===== config.mk =====
export PLATFORM = sky130hd
export DESIGN_NAME = adc_offset_cal
export DESIGN_NICKNAME = d
export VERILOG_FILES = /design/src/rtl/adc_cal_pkg.sv /design/src/rtl/cal_timer.sv /design/src/rtl/cal_accum.sv /design/src/rtl/cal_gain.sv /design/src/rtl/adc_offset_cal.sv
export SDC_FILE = /design/constraint.sdc
export NUM_CORES = 1
export LEC_CHECK = 0
export BUFFER_PORTS_ARGS = -buffer_cell sky130_fd_sc_hd__buf_2
export CAP_MARGIN = 20
export CORE_MARGIN = 2
export CORE_UTILIZATION = 34
export CTS_CLUSTER_SIZE = 28
export DETAILED_ROUTE_END_ITERATION = 10
export GPL_ROUTABILITY_DRIVEN = 0
export SLEW_MARGIN = 20
export SYNTH_ARGS = -nofsm -noshare
export SYNTH_HDL_FRONTEND = slang
export SYNTH_SLANG_ARGS = --single-unit

===== constraint.sdc =====
create_clock -name clk -period 4.09 [get_ports clk]
set_clock_uncertainty 0.05 [all_clocks]
set_input_delay 0.409 -clock clk [delete_from_list [all_inputs] [get_ports clk]]
set_output_delay 0.409 -clock clk [all_outputs]
set_load 0.02 [all_outputs]

===== src/rtl/adc_cal_pkg.sv =====
package adc_cal_pkg;
  typedef enum logic [2:0] {
    ST_IDLE,
    ST_SETTLE,
    ST_GAP,
    ST_TAKE,
    ST_FINISH
  } cal_state_e;
endpackage


===== src/rtl/cal_timer.sv =====
// Saturating up-counter; expired when the count reaches limit-1.
module cal_timer #(
  parameter int CW = 8
) (
  input  logic          clk,
  input  logic          rst_n,
  input  logic          clr,
  input  logic [CW-1:0] limit,
  output logic          expired
);
  logic [CW-1:0] cnt_q;

  always_ff @(posedge clk) begin
    if (!rst_n || clr) cnt_q <= '0;
    else if (cnt_q != '1) cnt_q <= cnt_q + 1'b1;
  end

  assign expired = (cnt_q == limit - CW'(1));
endmodule


===== src/rtl/cal_accum.sv =====
// Sums NUM_SMP samples and presents the truncated mean.
module cal_accum #(
  parameter int SMP_W   = 10,
  parameter int NUM_SMP = 16
) (
  input  logic             clk,
  input  logic             rst_n,
  input  logic             clr,
  input  logic             take,
  input  logic [SMP_W-1:0] data,
  output logic             last,
  output logic [SMP_W-1:0] mean
);
  localparam int SH    = $clog2(NUM_SMP);
  localparam int ACC_W = SMP_W + SH;

  logic [ACC_W-1:0] acc_q;
  logic [SH-1:0]    cnt_q;

  always_ff @(posedge clk) begin
    if (!rst_n || clr) begin
      acc_q <= '0;
      cnt_q <= '0;
    end else if (take) begin
      acc_q <= acc_q + {{SH{1'b0}}, data};
      cnt_q <= cnt_q + 1'b1;
    end
  end

  assign last = (cnt_q == SH'(NUM_SMP - 1));
  assign mean = acc_q[ACC_W-1:SH];
endmodule


===== src/rtl/cal_gain.sv =====
// Mid-scale minus mean, optional x3 or x3/2 (toward zero), fit to OUT_W.
module cal_gain #(
  parameter int SMP_W = 10,
  parameter int OUT_W = 11
) (
  input  logic                    [SMP_W-1:0] mean,
  input  logic                                batt,
  input  logic                                div3,
  output logic signed             [OUT_W-1:0] comp
);
  localparam int RW = SMP_W + 1;
  localparam int PW = SMP_W + 3;
  localparam logic [SMP_W-1:0] MID = SMP_W'(1 << (SMP_W - 1));

  logic signed [RW-1:0] raw;
  logic signed [PW-1:0] rx, prod, adj, half, pick;

  always_comb begin
    raw  = $signed({1'b0, MID}) - $signed({1'b0, mean});
    rx   = {{2{raw[RW-1]}}, raw};
    prod = rx + (rx <<< 1);
    adj  = prod + $signed({{(PW-1){1'b0}}, prod[PW-1]});
    half = adj >>> 1;
    if (!batt)     pick = rx;
    else if (div3) pick = prod;
    else           pick = half;
  end

  generate
    if (OUT_W > PW) begin : g_wide
      assign comp = {{(OUT_W-PW){pick[PW-1]}}, pick};
    end else if (OUT_W == PW) begin : g_exact
      assign comp = pick;
    end else begin : g_sat
      localparam int HI_I = (1 << (OUT_W - 1)) - 1;
      localparam int LO_I = -(1 << (OUT_W - 1));
      localparam logic signed [PW-1:0] HI = PW'(HI_I);
      localparam logic signed [PW-1:0] LO = PW'(LO_I);
      always_comb begin
        if (pick > HI)      comp = HI[OUT_W-1:0];
        else if (pick < LO) comp = LO[OUT_W-1:0];
        else                comp = pick[OUT_W-1:0];
      end
    end
  endgenerate
endmodule


===== src/rtl/adc_offset_cal.sv =====
module adc_offset_cal #(
  parameter int SMP_W      = 10,
  parameter int NUM_SMP    = 16,
  parameter int SETTLE_CYC = 200,
  parameter int GAP_CYC    = 12,
  parameter int OUT_W      = 11
) (
  input  logic                    clk,
  input  logic                    rst_n,
  input  logic                    start,
  input  logic                    batt_en,
  input  logic                    div_sel,
  output logic                    busy,
  output logic                    done,
  output logic                    cal_mode,
  input  logic                    smp_valid,
  output logic                    smp_ready,
  input  logic [SMP_W-1:0]        smp_data,
  output logic signed [OUT_W-1:0] comp_val
);
  import adc_cal_pkg::*;

  localparam int TMAX = (SETTLE_CYC > GAP_CYC) ? SETTLE_CYC : GAP_CYC;
  localparam int TW   = $clog2(TMAX + 1);
  localparam logic [TW-1:0] SET_L = TW'(SETTLE_CYC);
  localparam logic [TW-1:0] GAP_L = TW'(GAP_CYC);

  cal_state_e state_q, state_d;
  logic batt_q, div_q, done_q;
  logic signed [OUT_W-1:0] comp_q, comp_d;
  logic tmr_clr, tmr_exp, acc_clr, take, last;
  logic [TW-1:0] limit;
  logic [SMP_W-1:0] mean;

  assign take    = (state_q == ST_TAKE) && smp_valid;
  assign acc_clr = (state_q == ST_IDLE) && start;
  assign limit   = (state_q == ST_SETTLE) ? SET_L : GAP_L;

  always_comb begin
    state_d = state_q;
    unique case (state_q)
      ST_IDLE:   if (start)   state_d = ST_SETTLE;
      ST_SETTLE: if (tmr_exp) state_d = ST_GAP;
      ST_GAP:    if (tmr_exp) state_d = ST_TAKE;
      ST_TAKE:   if (take)    state_d = last ? ST_FINISH : ST_GAP;
      ST_FINISH:              state_d = ST_IDLE;
      default:                state_d = ST_IDLE;
    endcase
  end

  assign tmr_clr = (state_d != state_q) || (state_q == ST_IDLE);

  cal_timer #(.CW(TW)) u_timer (
    .clk(clk), .rst_n(rst_n), .clr(tmr_clr), .limit(limit), .expired(tmr_exp)
  );

  cal_accum #(.SMP_W(SMP_W), .NUM_SMP(NUM_SMP)) u_accum (
    .clk(clk), .rst_n(rst_n), .clr(acc_clr), .take(take),
    .data(smp_data), .last(last), .mean(mean)
  );

  cal_gain #(.SMP_W(SMP_W), .OUT_W(OUT_W)) u_gain (
    .mean(mean), .batt(batt_q), .div3(div_q), .comp(comp_d)
  );

  always_ff @(posedge clk) begin
    if (!rst_n) begin
      state_q <= ST_IDLE;
      batt_q  <= 1'b0;
      div_q   <= 1'b0;
      done_q  <= 1'b0;
      comp_q  <= '0;
    end else begin
      state_q <= state_d;
      done_q  <= (state_q == ST_FINISH);
      if (acc_clr) begin
        batt_q <= batt_en;
        div_q  <= div_sel;
      end
      if (state_q == ST_FINISH) comp_q <= comp_d;
    end
  end

  assign busy      = (state_q != ST_IDLE);
  assign cal_mode  = (state_q == ST_SETTLE) || (state_q == ST_GAP) || (state_q == ST_TAKE);
  assign smp_ready = (state_q == ST_TAKE);
  assign done      = done_q;
  assign comp_val  = comp_q;
endmodule


==> results of run 1 <==
[cells in the final DEF (no fill, tap or decap), types with 8 or more instances in the layout]
cell type | synthesis | layout
a21oi_1 | 34 | 33
a31oi_1 | 10 | 10
buf_2 | 6 | 30
buf_4 | 2 | 30
dfxtp_1 | 43 | 39
ha_1 | 23 | 18
inv_1 | 26 | 24
nand2_1 | 46 | 46
nand3_1 | 11 | 10
nand4_1 | 8 | 8
nor2_1 | 44 | 44
nor3_1 | 12 | 9
o21ai_0 | 28 | 27
or3_1 | 10 | 9
xnor2_1 | 19 | 15
xor2_1 | 15 | 13
[worst register-to-register path: cells and delay by family (launching register included)]
kind | cells | cell delay [ns]
compound gates | 5 | 1.10
xor+xnor | 1 | 0.19
fa+ha+maj | 1 | 0.26
buf+inv | 1 | 0.13
flops | 1 | 0.34
simple gates | 5 | 1.80
[timing repair]
item | 4_1_cts | 5_1_grt
pin swaps | 1 | 20
endpoints found under the setup margin | 10 | 11
hold buffers | 0 | 0
cloned | 1 | 0
buffers inserted | 0 | 4
resized for setup | 2 | 41
[layer usage]
metal  up-vias  share of wire [%]  GRT usage (%)  wire (um)
li1       1781                  -              -          -
met1      1652                 48          22.23       4492
met2        88                 46          27.22       4253
met3        16                4.0          2.310        367
met4         0                1.6          4.917        149
met5         -                  0              0          0
[cell type report]
cell class	count	area, um^2	share of cell area (%)
multi-input cells	376	2759	62.78
flip-flops and latches	43	868.3	19.76
repair buffers	61	386.6	8.798
well taps	136	170.2	3.872
inverters	26	97.59	2.221
clock buffers	5	68.82	1.566
clock inverters	3	43.79	0.9966
[stage by stage]
stage / utilization (%) / setup slack, ns
after detailed placement: 38.75 / -0.07209
final: 42.56 / 0.1336
after floorplan: - / 0.001446
after global placement: 38.75 / -0.02547
after CTS: 39.98 / 0.01986
after global routing: 42.56 / -0.03822
[final timing paths]
kind / startpoint / cells past startpoint / to
max: u_accum.acc_q[4] / 13 / comp_val[8]
min: batt_en / 3 / batt_q
max reg2reg: u_accum.acc_q[4] / 13 / comp_val[8]
min reg2reg: u_accum.acc_q[3] / 2 / u_accum.acc_q[3]
[cell families (layout without fill, tap and decap cells)]
logic type | after synthesis | count (layout) | share of synthesized area (%)
flops | 43 | 43 | 23.80
buf+inv | 51 | 95 | 6.745
xor+xnor | 35 | 35 | 8.682
compound gates | 129 | 129 | 24.39
mux | 7 | 7 | 2.075
fa+ha+maj | 25 | 25 | 9.063
simple gates | 179 | 180 | 25.25
[report_power, final]
| group | switching, mW | total (mW) | leakage [nW] | internal [mW] |
|---|---|---|---|---|
| Sequential | 0.00709 | 0.427 | 0.349 | 0.420 |
| Clock | 0.155 | 0.337 | 0.0581 | 0.182 |
| Combinational | 0.0342 | 0.0562 | 1.32 | 0.0220 |
[state kept, by name (all words and copies together) (netlist names)]
register       flops
u_accum.acc_q     14
div_q              1
state_q            3
u_accum.cnt_q      4
done               1
batt_q             1
u_timer.cnt_q      8
comp_val          11
==> summary.md, run 1 <==
| Metric | Value |
|---|---|
| Yosys top cell area share | `around a quarter` |
| CP arrival | `roughly 4.1 ns` |
| Initial Util | `between 30% and 40%` |
| Wire per inst | `between 10 and 15 um` |
| Total Wirelength | `a little over 9000 um` |
| Largest net degree at the start of global routing | `19` |
| Async set-reset flop share out of synthesis | `0%` |
| Slew HR | `a little over half` |
| Vias in the first global route | `between 3k and 4k` |
| Fill cells | `slightly above 1k` |
| Core ar. | `roughly 10000 um^2` |
| H-tree depth | `2` |
| Most used cell, CP | `nor3_4` |
| IO Pins | `31` |
| Post-route insts no fill | `650` |
| Setup Viol. Count Final | `0` |
| CP max stage cell | `or4_4` |
| Req. time, crit path | `between 4 and 5 ns` |
| Port-buffer cells | `30` |
| Row count | `37` |
| NumNets Final | `between 500 and 600` |
| Crit. End Element | `flop` |
| Antenna violations before repair | `0` |
| Most frequent cell after synthesis | `nand2_1` |
| CTS tree | `done` |
| Slew Limit Fails | `0` |
| Placed inst area | `between 4000 and 5000 um^2` |
| CP bufs+invs | `1` |
| HP Class | `in2reg` |
| CP Class | `reg2reg` |
| Post-Syn Area | `3617 um^2` |
| Max_cap viols | `0` |
| TNS Setup | `0 ns` |
| CTS Buffer Depth | `2` |
| Critical path, cell by cell | `buf_6, or3_4, nor3_4, xnor2_4, ha_4, a2111oi_1, a211oi_1, or4_4, nor3_4, a31oi_4, nor3_4, o211ai_1, a31oi_1` |
| Worst-Skew Late Latency | `0.30 ns` |
| Final Critical Period | `about 4.0 ns` |
| Synth warn | `0` |
| CTS Buf Count | `5` |
| First drt pass iteration count | `5` |
| Hold slack | `0.2933 ns` |
| Status | `finished, final reports clean` |
| Remaining global-route overflow | `0` |
| Ys flop type | `dfxtp_1` |
| Ranking of synthesized cells by area | `dfxtp_1, ha_1, nand2_1` |
| Residual DRC | `0` |
| Final hold vios | `0` |
| Die W | `approximately 110 um` |
| GRT Total Usage | `16.48%` |
| Actual slew at the worst max-slew pin | `a little over 0.7 ns` |
| Area leader, netlist | `dfxtp_1` |
| Synth Instances | `approximately 470` |
| Static leakage | `between 1.5 and 2 nW` |
| CP top delay family | `simple AND/OR/NAND/NOR gates` |
| Fin area | `4394 um^2` |
| Crit Path Max Fanout | `9` |
| Layout cells sized above 1 | `23.54%` |
| Clock Root Buffer | `clkbuf_8` |
| First-pass GRT wire length | `roughly 16000 um` |
| Slowest stage delay, CP | `roughly 0.58 ns` |
| Vias | `approximately 3.5k` |
| DIE HEIGHT | `between 100 and 150 um` |
| Top cells by count, synth | `nand2_1, nor2_1, dfxtp_1` |
| DIE AREA | `roughly 11000 um^2` |
| Routed vias/inst | `roughly 5.4` |
| Routed Antenna Nets | `0` |
| Synth unique cells | `between 70 and 80` |
| Max rail drop VDD | `0.1296 mV` |
| Syn avg cell area | `7.713 um^2` |
| Placed cell count | `between 600 and 700` |
| Starting DRT DRC Count | `190` |
| Diode count | `0` |
| Post-synthesis sequential area ratio | `between 20% and 30%` |
| Syn-to-layout area delta | `21.48%` |
| Number of synthesized flops with an enable pin | `0` |
| Post-detail-place hpwl | `roughly 7000 um` |
| Peak Freq | `about 250 MHz` |
| Final worst-path cycle share | `between 90% and 100%` |
| Syn Nets | `between 500 and 600` |
| Clock Sinks | `43` |
| Total power | `0.8207 mW` |
| PD cells | `approximately 190 nW/um^2` |
| Clk slew on worst S/H paths | `~0.090 ns` |
| Number of synthesized register bits | `43` |
| R2R setup slack | `approximately 0.13 ns` |
| Worst setup SP type | `flop` |
Note: power is estimated with default switching activity, not from simulation.
==> inputs of run 2 (changes only) <==
--- a/config.mk
+++ b/config.mk
@@ -7,11 +7,14 @@
 export LEC_CHECK = 0
 export BUFFER_PORTS_ARGS = -buffer_cell sky130_fd_sc_hd__buf_2
 export CAP_MARGIN = 20
+export CORE_ASPECT_RATIO = 0.6
 export CORE_MARGIN = 2
 export CORE_UTILIZATION = 34
 export CTS_CLUSTER_SIZE = 28
 export DETAILED_ROUTE_END_ITERATION = 10
 export GPL_ROUTABILITY_DRIVEN = 0
+export REMOVE_ABC_BUFFERS = 1
+export SETUP_SLACK_MARGIN = 0.15
 export SLEW_MARGIN = 20
 export SYNTH_ARGS = -nofsm -noshare
 export SYNTH_HDL_FRONTEND = slang
==> run 2 against run 1 <==
Setup slack improved by 0.0091 ns; sequential share of layout area is 1.6 points lower; critical path depth increased by 4; non-clock buffer count increased by 21; sequential power about the same; cell area up 8.6%; total power rose by 17%; clock power increased by 39%; global-route usage rose by 2.0 points; final cell count grew 3.7%; via count up 5.3%; critical endpoint is now comp_val[7].
==> summary.md, run 2 (same netlist as run 1, synthesis figures left out) <==
| Metric | Value |
|---|---|
| CP arrival | `4.06 ns (-0.07 ns)` |
| Largest register FFs | `14 (unchanged)` |
| Worst-Skew Late Latency | `0.29 ns (about the same)` |
| Largest net degree at the start of global routing | `19 (unchanged)` |
| Diode count | `0 (unchanged)` |
| Fin area | `4772 um^2 (+8.6%)` |
| NumNets Final | `575 (+3.8%)` |
| Vias in the first global route | `3371 (+0.33%)` |
| Critical path, cell by cell | `buf_6, or3_4, nor3_4, xnor2_4, ha_4, or3b_4, nand3_2, a211oi_2, or4_4, nor3_4, buf_4, buf_6, or3_1, o211ai_1, buf_4, a21oi_4, a31oi_1` |
| Crit. End Element | `flop` |
| Slew HR | `38.35% (-14 points)` |
| Reg2Reg Launch Point | `u_accum.acc_q[4]` |
| Antenna violations before repair | `0 (unchanged)` |
| TNS Setup | `0 ns (unchanged)` |
| Slowest stage delay, CP | `0.56 ns (-0.02 ns)` |
| Worst slack, placed | `-0.1305 ns (-0.05839 ns)` |
| Max_cap viols | `0 (unchanged)` |
| Worst setup path end | `comp_val[7]` |
| Max rail drop VDD | `0.1289 mV (-0.56%)` |
| GRT Total Usage | `18.45% (+2.0 points)` |
| Peak Freq | `253.3 MHz (+0.23%)` |
| CTS tree | `done` |
| DIE HEIGHT | `83.90 um (-22%)` |
| Total Wirelength | `10850 um (+17%)` |
| Crit path from | `u_accum.acc_q[4]` |
| Clock Root Buffer | `clkbuf_16` |
| Req. time, crit path | `4.20 ns (-0.06 ns)` |
| H-tree depth | `2 (unchanged)` |
| Final Critical Period | `3.947 ns (-0.009117 ns)` |
| Layout cells sized above 1 | `28.60% (+5.1 points)` |
| IO Pins | `31 (unchanged)` |
| Critical R2R Capture | `comp_val[7]` |
| CTS Buffer Depth | `2 (unchanged)` |
| Syn-to-layout area delta | `31.93%` |
| Unrepaired setup endpoints after global routing | `true` |
| Residual DRC | `0 (unchanged)` |
| Die W | `137.2 um (+28%)` |
| Routed Antenna Nets | `0 (unchanged)` |
| CTS Buf Count | `5 (unchanged)` |
| First-pass GRT wire length | `17130 um (+9.7%)` |
| Commonest cells after routing, fill and taps aside | `nand2_1, nor2_1, buf_4` |
| Vias | `3726 (+5.3%)` |
| PD cells | `200.4 nW/um^2 (+7.3%)` |
| # hold bufs at CTS | `0 (unchanged)` |
| Wire per inst | `16.09 um (+13%)` |
| Worst r2r path cells | `17 (+4)` |
| Final worst-path cycle share | `96.51% (-0.22 points)` |
| Worst setup margin | `0.1428 ns (+0.009117 ns)` |
| HP Class | `in2reg` |
| CP max stage cell | `or4_4` |
| Slew Limit Fails | `0 (unchanged)` |
| Remaining global-route overflow | `0 (unchanged)` |
| CP Class | `reg2reg` |
| Crit Path Max Fanout | `8 (-1)` |
| Actual slew at the worst max-slew pin | `0.9214 ns (+0.2102 ns)` |
| Core ar. | `10450 um^2 (+1.2%)` |
| Placed inst area | `4065 um^2 (+1.6%)` |
| DIE AREA | `11510 um^2 (+0.23%)` |
| Post-detail-place hpwl | `7867 um (+13%)` |
| Starting DRT DRC Count | `316 (+66%)` |
| R2R setup slack | `0.14 ns (about the same)` |
| Clk slew on worst S/H paths | `0.07 ns (-0.02 ns)` |
| Row count | `29 (-22%)` |
| Most common cell after layout, fill and taps aside | `nand2_1` |
| Post-layout util | `45.67% (+3.1 points)` |
| Initial Util | `34.61% (-0.42 points)` |
| Clock Sinks | `43 (unchanged)` |
| Routed vias/inst | `5.528 (+1.6%)` |
| Status | `finished, final reports clean` |
| Worst setup SP type | `flop` |
| Setup Viol. Count Final | `0 (unchanged)` |
| Port-buffer cells | `30 (unchanged)` |
| Static leakage | `1.914 nW (+11%)` |
| Most flops, register | `u_accum.acc_q` |
| Final hold vios | `0 (unchanged)` |
| First drt pass iteration count | `5 (unchanged)` |
==> run 2: worst min-delay path by stage <==
| stage | depth (start not counted) | endpoint | start | slack, ns |
|---|---|---|---|---|
| 2_1_floorplan | 2 | u_accum.acc_q[3] | u_accum.acc_q[3] | 0.39 |
| 3_3_place_gp | 2 | u_accum.acc_q[3] | u_accum.acc_q[3] | 0.39 |
| 3_5_place_dp | 2 | u_accum.acc_q[3] | u_accum.acc_q[3] | 0.40 |
| 4_1_cts | 3 | div_q | div_sel | 0.31 |
| 5_1_grt | 3 | div_q | div_sel | 0.31 |
| 6_report | 3 | div_q | div_sel | 0.31 |
==> run 2: final cells by class <==
cell class                      instances  area (um^2)
Clock inverter                          3        43.79
Tap cell                              139        173.9
Sequential cell                        43        864.6
Inverter                               26        97.59
Timing Repair Buffer                   82        590.6
Multi-Input combinational cell        376         2877
Clock buffer                            5        125.1
Fill cell                            1058         5678
==> run 2: through the flow <==
stage	std cells	hold WS [ns]	power, mW
after detailed placement	649	0.3997	0.4952
after global placement	649	0.3948	0.4936
final	674	0.3091	0.9562
after CTS	666	0.3063	0.9576
after global routing	674	0.3132	0.9864
after floorplan	444	0.3856	0.4720
==> run 2: metal layers <==
layer / share of wire [%] / up-vias / track usage, %
met5: 0 / - / 0
met4: 0.80 / 0 / 3.093
li1: - / 1830 / -
met2: 39 / 132 / 24.56
met1: 52 / 1751 / 30.01
met3: 8.2 / 13 / 3.582
==> run 2: report_power, final <==
part           internal (mW)  switching [mW]  total [mW]  leakage, nW
Sequential             0.421         0.00840       0.430        0.348
Combinational         0.0225          0.0357      0.0582         1.48
Clock                  0.288           0.180       0.468       0.0838
Total                  0.732           0.224       0.956         1.91
==> run 2: timing repair <==
item,4_1_cts,5_1_grt
cloned,1,1
pin swaps,10,26
resized for setup,20,48
endpoints found under the setup margin,11,11
setup buffers,8,7
==> run 2: worst max-delay path, delay by kind of cell, from the launching register on <==
kind,cells,cell delay (ns)
XOR/XNOR,1,0.13
AND/OR/NAND/NOR,7,1.95
buffers and inverters,4,0.55
adder cells (fa/ha/maj),1,0.32
AO/OA/AOI/OAI,4,0.46
flip-flops,1,0.34
